**config.mk**
```make
export PLATFORM = sky130hd
export DESIGN_NAME = irq_prio_tracker
export DESIGN_NICKNAME = d
export VERILOG_FILES = /design/src/rtl/ipt_pkg.sv /design/src/rtl/ipt_ffs.sv /design/src/rtl/ipt_maps.sv /design/src/rtl/ipt_arbiter.sv /design/src/rtl/irq_prio_tracker.sv
export SDC_FILE = /design/constraint.sdc
export NUM_CORES = 2
export LEC_CHECK = 0
export BUFFER_PORTS_ARGS = -buffer_cell sky130_fd_sc_hd__buf_2
export CAP_MARGIN = 30
export CORE_MARGIN = 3
export CORE_UTILIZATION = 58
export CTS_BUF_LIST = sky130_fd_sc_hd__clkbuf_8 sky130_fd_sc_hd__clkbuf_16
export CTS_CLUSTER_SIZE = 10
export DETAILED_ROUTE_END_ITERATION = 6
export GPL_TIMING_DRIVEN = 0
export PLACE_DENSITY = 0.89
export SLEW_MARGIN = 20
export SYNTH_ARGS = -nofsm -noshare
export SYNTH_HDL_FRONTEND = slang
export SYNTH_HIERARCHICAL = 1
export SYNTH_SLANG_ARGS = --single-unit
```
**constraint.sdc**
```tcl
create_clock -name clk -period 2.2 [get_ports clk]
set_clock_uncertainty 0.15 [all_clocks]
set_input_delay 0.11 -clock clk [delete_from_list [all_inputs] [get_ports clk]]
set_output_delay 0.11 -clock clk [all_outputs]
set_load 0.01 [all_outputs]
```
**src/rtl/ipt_pkg.sv**
```systemverilog
package ipt_pkg;
  localparam int CLASS_SHIFT = 4;

  typedef enum logic [1:0] {
    MAP_PEND = 2'd0,
    MAP_SERV = 2'd1,
    MAP_TRIG = 2'd2,
    MAP_NONE = 2'd3
  } map_sel_e;
endpackage

```
**src/rtl/ipt_ffs.sv**
```systemverilog
module ipt_ffs #(
  parameter int N  = 256,
  parameter int IW = $clog2(N)
) (
  input  logic [N-1:0]  bits,
  output logic          found,
  output logic [IW-1:0] idx
);
  // lowest set index wins: scan downward so the last hit is the lowest
  always_comb begin
    found = 1'b0;
    idx   = '0;
    for (int i = N - 1; i >= 0; i--) begin
      if (bits[i]) begin
        found = 1'b1;
        idx   = IW'(i);
      end
    end
  end
endmodule

```
**src/rtl/ipt_maps.sv**
```systemverilog
module ipt_maps #(
  parameter int NUM_VEC = 256,
  parameter int VW      = $clog2(NUM_VEC)
) (
  input  logic               clk,
  input  logic               rst_n,
  input  logic               req_fire,
  input  logic [VW-1:0]      req_vec,
  input  logic               req_level,
  input  logic               take,
  input  logic [VW-1:0]      take_vec,
  input  logic               retire,
  input  logic [VW-1:0]      retire_vec,
  output logic [NUM_VEC-1:0] pend,
  output logic [NUM_VEC-1:0] serv,
  output logic [NUM_VEC-1:0] trig
);
  // retire first, then take, then the new request, so a colliding request survives
  always_ff @(posedge clk) begin
    if (!rst_n) begin
      pend <= '0;
      serv <= '0;
      trig <= '0;
    end else begin
      if (retire) serv[retire_vec] <= 1'b0;
      if (take) begin
        pend[take_vec] <= 1'b0;
        serv[take_vec] <= 1'b1;
      end
      if (req_fire) begin
        pend[req_vec] <= 1'b1;
        trig[req_vec] <= req_level;
      end
    end
  end

  p_req_sets_r2: assert property (@(posedge clk) disable iff (!rst_n)
    req_fire |=> pend[$past(req_vec)] && (trig[$past(req_vec)] == $past(req_level)));

  p_take_moves_r4: assert property (@(posedge clk) disable iff (!rst_n)
    take |=> serv[$past(take_vec)]);

  p_collide_kept_r10: assert property (@(posedge clk) disable iff (!rst_n)
    (take && req_fire && req_vec == take_vec) |=> pend[$past(take_vec)]);
endmodule

```
**src/rtl/ipt_arbiter.sv**
```systemverilog
module ipt_arbiter #(
  parameter int NUM_VEC = 256,
  parameter int VW      = $clog2(NUM_VEC)
) (
  input  logic               clk,
  input  logic               rst_n,
  input  logic [NUM_VEC-1:0] pend,
  input  logic [NUM_VEC-1:0] serv,
  input  logic [VW-1:0]      tpr,
  output logic               pend_found,
  output logic [VW-1:0]      pend_idx,
  output logic               serv_found,
  output logic [VW-1:0]      serv_idx,
  output logic               cpu_irq,
  output logic [VW-1:0]      ppr
);
  import ipt_pkg::*;
  localparam int CW = VW - CLASS_SHIFT;

  logic          p_found_c, s_found_c;
  logic [VW-1:0] p_idx_c, s_idx_c;
  logic [CW-1:0] t_cls, s_cls;

  ipt_ffs #(.N(NUM_VEC), .IW(VW)) u_scan_pend (.bits(pend), .found(p_found_c), .idx(p_idx_c));
  ipt_ffs #(.N(NUM_VEC), .IW(VW)) u_scan_serv (.bits(serv), .found(s_found_c), .idx(s_idx_c));

  always_ff @(posedge clk) begin
    if (!rst_n) begin
      pend_found <= 1'b0;
      pend_idx   <= '0;
      serv_found <= 1'b0;
      serv_idx   <= '0;
    end else begin
      pend_found <= p_found_c;
      pend_idx   <= p_idx_c;
      serv_found <= s_found_c;
      serv_idx   <= s_idx_c;
    end
  end

  always_comb begin
    cpu_irq = pend_found && (!serv_found || (pend_idx < serv_idx));
    t_cls   = tpr[VW-1:CLASS_SHIFT];
    s_cls   = serv_found ? serv_idx[VW-1:CLASS_SHIFT] : '0;
    ppr     = (t_cls >= s_cls) ? tpr : {s_cls, {CLASS_SHIFT{1'b0}}};
  end

  p_ppr_floor_r8: assert property (@(posedge clk) disable iff (!rst_n)
    ppr >= tpr);
endmodule

```
**src/rtl/irq_prio_tracker.sv**
```systemverilog
module irq_prio_tracker #(
  parameter int NUM_VEC = 256,
  parameter int WORD_W  = 32,
  localparam int VW     = $clog2(NUM_VEC),
  localparam int NWORDS = NUM_VEC / WORD_W,
  localparam int SW     = $clog2(NWORDS),
  localparam int CW     = VW - ipt_pkg::CLASS_SHIFT
) (
  input  logic              clk,
  input  logic              rst_n,
  input  logic              req_valid,
  output logic              req_ready,
  input  logic [VW-1:0]     req_vec,
  input  logic              req_level,
  input  logic              sw_enable,
  input  logic              ack_pulse,
  output logic              ack_valid,
  output logic              ack_none,
  output logic [VW-1:0]     ack_vec,
  input  logic              eoi_pulse,
  output logic              cpu_irq,
  input  logic              tpr_wr,
  input  logic [VW-1:0]     tpr_wdata,
  input  logic              tpr_nib_wr,
  input  logic [CW-1:0]     tpr_nib_wdata,
  output logic [CW-1:0]     tpr_nib_rd,
  output logic [VW-1:0]     ppr,
  input  logic [1:0]        rd_map,
  input  logic [SW-1:0]     rd_sel,
  output logic [WORD_W-1:0] rd_word
);
  import ipt_pkg::*;

  logic [NUM_VEC-1:0] pend_map, serv_map, trig_map, sel_map;
  logic               pend_found, serv_found, take, retire, req_fire;
  logic [VW-1:0]      pend_idx, serv_idx, tpr_q;

  assign req_ready = 1'b1;
  assign req_fire  = req_valid && req_ready;
  assign take      = ack_pulse && sw_enable && pend_found;
  assign retire    = eoi_pulse && serv_found;

  ipt_maps #(.NUM_VEC(NUM_VEC), .VW(VW)) u_maps (
    .clk, .rst_n, .req_fire, .req_vec, .req_level,
    .take, .take_vec(pend_idx), .retire, .retire_vec(serv_idx),
    .pend(pend_map), .serv(serv_map), .trig(trig_map)
  );

  ipt_arbiter #(.NUM_VEC(NUM_VEC), .VW(VW)) u_arb (
    .clk, .rst_n, .pend(pend_map), .serv(serv_map), .tpr(tpr_q),
    .pend_found, .pend_idx, .serv_found, .serv_idx, .cpu_irq, .ppr
  );

  always_ff @(posedge clk) begin
    if (!rst_n) begin
      tpr_q     <= '0;
      ack_valid <= 1'b0;
      ack_none  <= 1'b0;
      ack_vec   <= '0;
    end else begin
      if (tpr_wr)          tpr_q <= tpr_wdata;
      else if (tpr_nib_wr) tpr_q <= {tpr_nib_wdata, {CLASS_SHIFT{1'b0}}};
      ack_valid <= ack_pulse;
      ack_none  <= !take;
      ack_vec   <= take ? pend_idx : '0;
    end
  end

  assign tpr_nib_rd = tpr_q[VW-1:CLASS_SHIFT];

  always_comb begin
    case (map_sel_e'(rd_map))
      MAP_PEND: sel_map = pend_map;
      MAP_SERV: sel_map = serv_map;
      MAP_TRIG: sel_map = trig_map;
      default:  sel_map = '0;
    endcase
    rd_word = sel_map[int'(rd_sel) * WORD_W +: WORD_W];
  end

  p_ack_off_r6: assert property (@(posedge clk) disable iff (!rst_n)
    (ack_pulse && !sw_enable && !req_fire) |=> ack_none && $stable(pend_map));

  p_ack_in_service_r4: assert property (@(posedge clk) disable iff (!rst_n)
    (ack_valid && !ack_none) |-> serv_map[ack_vec]);

  p_eoi_empty_r7: assert property (@(posedge clk) disable iff (!rst_n)
    (eoi_pulse && !ack_pulse && serv_map == '0) |=> serv_map == '0);

  p_ready_r11: assert property (@(posedge clk) disable iff (!rst_n)
    req_ready);
endmodule

```
==> results.md, run 1 <==
* Sequential cell area fraction in the yosys report at between 30% and 40%
* Stage at which the run stopped: 5_1_grt
* Number of placement rows at 103
* Overall die height at 291 microns
* Aggregate global routing overflow at 7
* Primary flip-flop cell chosen by synthesis mapping: dfxtp_1
* Fraction of registers with async set/reset at 0%
* Netlist cell types at 91
* Pre-CTS worst setup slack at -2.28 ns
* Post-synthesis sequential element count at ~800
* Root Driver: clkbuf_16
* Weighted congestion at the end of routability-driven global placement at between 1 and 1.5
* Last worst endpoint in the global-route repair_timing: u_arb/pend_idx[1]$_SDFF_PN0_/D
* Number of flops mapped to enable cells by yosys at 0
* Cts bufs inserted at 93
* Starting density of the core at 59.1%
* Total routing usage reported by global routing at 75.6%
* TritonCTS sink count at 804
* Estimated wirelength of the detail-placed design at about 200,000 microns
* Tool error message: [ERROR GRT-0232] Routing congestion too high. Check the congestion heatmap in the GUI.
* Initial antenna violation count at 50
* Num ports at 90
* Per-instance average area after synthesis at 8.53 sq um
* Summed instance area of the synthesized netlist at about 47,000 sq um
* Post-Synthesis Cells at about 5,500
* Horizontal die dimension at roughly 290 microns
* Synth Net Count at 5,565
* Outcome: stopped before the end
* Count of buffers from port buffering at 85
* Kind of endpoint with the least setup slack: register input
* Total placed cells including tap cells at 6,672
* Largest net degree at the start of global routing at 16
* Count of warnings emitted by yosys at 6
* Clock Path Buffers at 3
* Max H-tree Level at 3
per-layer routing:
metal / overflow / track usage (%)
met1: 0 / 77.1
met2: 5 / 88.9
met3: 0 / 63.6
met4: 2 / 70.5
met5: 0 / 39.3
per-stage QoR:
step | area [sq um] | utilization, % | TNS, ns
CTS | 58900 | 74.0 | -21.86
detailed placement | 49200 | 61.8 | -883.13
global placement | 48900 | 61.4 | -1080.25
floorplan | 47100 | - | -0.258
kinds of logic after synthesis:
kind of cell / Yosys count / synth area share [%]
and+or+nand+nor: 1918 / 21.1
muxes: 488 / 10.9
AOI/OAI and AO/OA: 1601 / 27.2
other: 1 / 0.00797
DFF: 804 / 34.2
buffers and inverters: 697 / 6.28
adders and majority gates: 11 / 0.292
repair_timing:
action,CTS
gates resized for setup,1490
setup buffers,92
gates cloned,1
pin swaps,177
hold buffers,22
setup endpoints to repair,801
hold endpoints to repair,25
cells in the mapped netlist (16+ instances only):
master,number,area (sq um)
a221oi_1,114,998
nor3_2,40,400
a221o_1,79,791
o31ai_1,48,360
nor4_1,148,926
buf_4,26,195
buf_1,20,75.1
mux2_2,150,1690
inv_1,154,578
and2_1,33,206
o211a_1,24,240
nand4bb_1,20,225
nor3_1,522,2610
a2111oi_2,17,255
nand4_1,21,131
o21bai_1,22,165
o31a_1,266,2330
nor2_1,224,841
nor3b_1,17,128
a21oi_1,154,771
o22ai_1,31,194
o21a_1,265,1990
o2bb2ai_1,224,1960
mux2_1,25,282
or4_1,26,195
nor4b_2,16,240
o221ai_1,25,219
nand3_1,51,255
dfxtp_1,804,16100
or3_1,40,250
clkbuf_1,393,1480
a211oi_1,24,180
buf_6,19,214
nor2b_1,35,219
o211ai_1,18,135
mux2i_1,312,3120
nand2b_1,37,231
o21ai_0,99,495
a2111oi_0,21,184
buf_2,81,405
nand2_1,593,2230
and3_1,18,113
a311oi_1,17,149
o311ai_0,28,245
==> run 2, diff against run 1 <==
--- a/config.mk
+++ b/config.mk
@@ -8,12 +8,10 @@
 export BUFFER_PORTS_ARGS = -buffer_cell sky130_fd_sc_hd__buf_2
 export CAP_MARGIN = 30
 export CORE_MARGIN = 3
-export CORE_UTILIZATION = 58
-export CTS_BUF_LIST = sky130_fd_sc_hd__clkbuf_8 sky130_fd_sc_hd__clkbuf_16
-export CTS_CLUSTER_SIZE = 10
+export CORE_UTILIZATION = 40
 export DETAILED_ROUTE_END_ITERATION = 6
 export GPL_TIMING_DRIVEN = 0
-export PLACE_DENSITY = 0.89
+export PLACE_DENSITY_LB_ADDON = 0.15
 export SLEW_MARGIN = 20
 export SYNTH_ARGS = -nofsm -noshare
 export SYNTH_HDL_FRONTEND = slang
==> constraint.sdc (replaced) <==
create_clock -name clk -period 2.85 [get_ports clk]
set_clock_uncertainty 0.15 [all_clocks]
set_input_delay 0.1425 -clock clk [delete_from_list [all_inputs] [get_ports clk]]
set_output_delay 0.1425 -clock clk [all_outputs]
set_load 0.01 [all_outputs]
==> run 2 against run 1 <==
Synthesized cell count did not move; area after synthesis is the same; the flow now finishes, with violations (design-rule violations, negative setup slack).
==> results.md, run 2 <==
* Violated checks: design-rule violations, negative setup slack
* Kind of critical path: flop to flop
* Start point of the worst min-delay path: req_vec[0]
* Number of placement rows at 125 (+21%)
* Post-route standard cell area excluding fillers at around 59,000 sq um
* Vias in the first global route at roughly 48,000
* Aggregate global routing overflow at 0
* Overall die height at 349 microns (+20%)
* Clk pwr share at 46.3%
* Synth Net Count at 5,565 (unchanged)
* Count of final hold-check violations at 0
* Largest net degree at the start of global routing at 18
* Peak supply drop at 0.568 mV
* Per-cell via count in the routed design at roughly 7
* Initial antenna violation count at 27
* Residual DRC at 1
* P_sw at ~8.7 mW
* Estimated wirelength of the detail-placed design at 229,000 microns (+13%)
* Per-instance average area after synthesis at 8.53 sq um (unchanged)
* Sequential cell area fraction in the yosys report at 34.2% (unchanged)
* FF-to-FF path depth at 6
* Area growth syn-to-layout at 25.8%
* Post-synthesis sequential element count at 804 (unchanged)
* Synth top area cells: dfxtp_1, mux2i_1, nor3_1
* Post-detailed-route wirelength per cell at 39.8 microns
* Number of buffer and inverter stages on the critical path at 0
* Worst-Skew Late Latency at 0.79 ns
* Outcome: finished, violations left
* Switching portion of total power at 30.3%
* Count of warnings emitted by yosys at 6 (unchanged)
* Internal power contribution at 20.1 mW
* Hold Crit Endpoint: u_maps/pend[17]
* Minimum setup slack in the final design at -0.292 ns
* Data arrival, critical path at ~3.7 ns
* Wirelength, routed at 296,000 microns
* Weighted congestion at the end of routability-driven global placement at 1.13 (-9.0%)
* Post-place instance area at 50,000 sq um (+1.6%)
* Post-layout minimum cycle time at 3.14 ns
* Summed instance area of the synthesized netlist at 47,100 sq um (unchanged)
* Hold Path Cell Cnt at 5
* Dominant cell by count in the synthesized netlist: dfxtp_1
* Most common library cell in the layout ignoring fill and taps: nand2_1
* Cts bufs inserted at 96 (+3.2%)
* Share of power burned in combinational logic at 14.6%
* Primary flip-flop cell chosen by synthesis mapping: dfxtp_1
* Max H-tree Level at 3 (unchanged)
* Total vias in the final route at ~52,000
* Endpoint of the worst-slack reg-to-reg timing path: u_arb/pend_idx[7]
* Static power due to leakage at 20.2 nW
* Reg2reg start: u_maps/pend[35]
* Area of the die at between 100,000 and 150,000 sq um
* Nets at 5,873
* Fraction of registers with async set/reset at 0% (unchanged)
* Actual slew at the worst max-slew pin at 1.17 ns
* Top library cells by usage in the layout, fill and taps aside: nand2_1, dfxtp_1, nor3_1
* Total power at 28.9 mW
* TritonCTS sink count at 804 (unchanged)
* Final setup TNS at -6.25 ns
* Sequential share of power at 39.1%
* Total routing usage reported by global routing at 46.6%
* Final cell utilization of the core at between 50% and 60%
* Total power density per cell area at 487 nW/um^2
* Clock transition at path regs at 0.06 ns
* Max FO, Critical Path at 6
* HP Class: primary input to flop
* Root Driver: clkbuf_16
* First-pass GRT wire length at 396,000 microns
* Worst slew margin at 22.1%
* CP max stage cell: nor4_2
* Layout cell share with drive strength beyond 1 at 26.0%
* Number of maximum-capacitance violations at 0
* Biggest registers after layout: u_maps/pend (256), u_maps/serv (256), u_maps/trig (256)
* Post-Synthesis Cells at 5,520 (unchanged)
* Number of setup violations in the final report at 139
* Clock Path Buffers at 3 (unchanged)
* Delay of the slowest cell on the worst path at approximately 0.65 ns
* Endpoint required time on the critical path at ~3.4 ns
* Drt first-iter violations at 7,441
* Worst setup SP type: flop
* Synth top cells by count: dfxtp_1, nand2_1, nor3_1, clkbuf_1, mux2i_1
* Upper clock frequency limit at about 320 MHz
* Fraction of post-synthesis cell area in the top cell type by area at 34.2% (unchanged)
* Final Max Slew Viols at 0
* Number of flops mapped to enable cells by yosys at 0 (unchanged)
* Area inside the core boundary at 117,000 sq um
* Unrepaired setup endpoints after global routing: true
* Type of destination of the critical path: flop
* Number of nets with antenna violations after routing at 0
* Num ports at 90 (unchanged)
* Top cell type by total area after synthesis: dfxtp_1
* Count of buffers from port buffering at 85 (unchanged)
* Register-to-register setup slack at -0.29 ns
* Starting density of the core at 40.4% (-19 points)
* Dominant delay contributor by cell family on the critical path: simple AND/OR/NAND/NOR gates
* Netlist cell types at 91 (unchanged)
* DR pass1 iterations at 7
* CTS tree: yes
* Critical path, cell by cell: nor4_2 > nand3_1 > nor3_2 > nand2b_1 > a2111oi_0 > and2_1
* Portion of the clock cycle consumed by the worst path in the final layout at 110%
* Horizontal die dimension at 349 microns (+20%)
## run 2: cell counts after synthesis
Identical to the previous run, type by type.
## run 2: worst min-delay path: stages
cell	delay [ns]
buf_2	0.12
nand2b_1	0.07
clkbuf_2	0.29
nor3_1	0.16
o2bb2ai_1	0.12
## run 2: stage by stage
step / std cells / setup slack, ns / hold slack (ns)
floorplan: 5520 / 0.490 / 0.114
global placement: 7129 / -1.89 / 0.211
detailed placement: 7164 / -1.24 / 0.229
CTS: 7400 / -0.328 / 0.0120
global route: 7434 / -0.259 / 0.0293
finish: 7447 / -0.292 / 0.0208
## run 2: cell families (layout without fill, tap and decap cells)
kind of cell	count (synthesis)	count (layout)	synth area share (%)
compound gates	1601	1601	27.2
fa+ha+maj	11	11	0.292
buf+inv	697	1083	6.28
flops	804	804	34.2
mux	488	488	10.9
other cells	1	18	0.00797
simple gates	1918	1918	21.1
## run 2: worst max path at each step
stage | startpoint | endpoint | slack, ns | cells past startpoint
final | u_maps/pend[35] | u_arb/pend_idx[7] | -0.29 | 6
after floorplan | u_maps/pend[248] | u_arb/pend_idx[3] | 0.49 | 8
after global routing | u_maps/pend[143] | u_arb/pend_idx[3] | -0.26 | 8
after global placement | u_maps/serv[215] | u_arb/serv_idx[4] | -1.89 | 7
after detailed placement | u_maps/pend[115] | u_arb/pend_idx[2] | -1.24 | 8
after CTS | u_maps/pend[253] | u_arb/pend_idx[3] | -0.33 | 8
## run 2: routing by layer
| metal | vias to the layer above | part of all wire [%] | global-route usage (%) |
|---|---|---|---|
| met3 | 1038 | 13 | 14.3 |
| met2 | 3868 | 40 | 65.9 |
| met1 | 25820 | 38 | 60.1 |
| met4 | 16 | 9.2 | 32.4 |
| li1 | 21689 | - | - |
| met5 | - | 0.046 | 0 |
## run 2: power groups by stage
stage	Sequential, mW	Clock (mW)	Combinational, mW
final	11.3	13.4	4.22
after global routing	11.3	13.8	4.14
after CTS	11.3	13.4	3.83
after detailed placement	11.6	0	3.36
after global placement	11.6	0	3.30
after floorplan	11.6	0	1.56
## run 2: final cells by class
cell class	count	area [sq um]
flip-flops and latches	804	16600
diodes	17	42.5
clock inverters	37	498
well taps	1524	1910
repair buffers	213	1780
clock buffers	139	2840
plain buffers	536	2710
multi-input cells	4019	32200
inverters	158	594
fillers	11163	57300
## run 2: what timing repair did
item | 4_1_cts | 5_1_grt
hold buffers | 36 | 0
endpoints found under the hold margin | 44 | 0
buffers inserted | 28 | 29
cloned | 0 | 1
endpoints found under the setup margin | 567 | 209
resized for setup | 785 | 428
pin swaps | 109 | 117
Note: power is estimated with default switching activity, not from simulation.
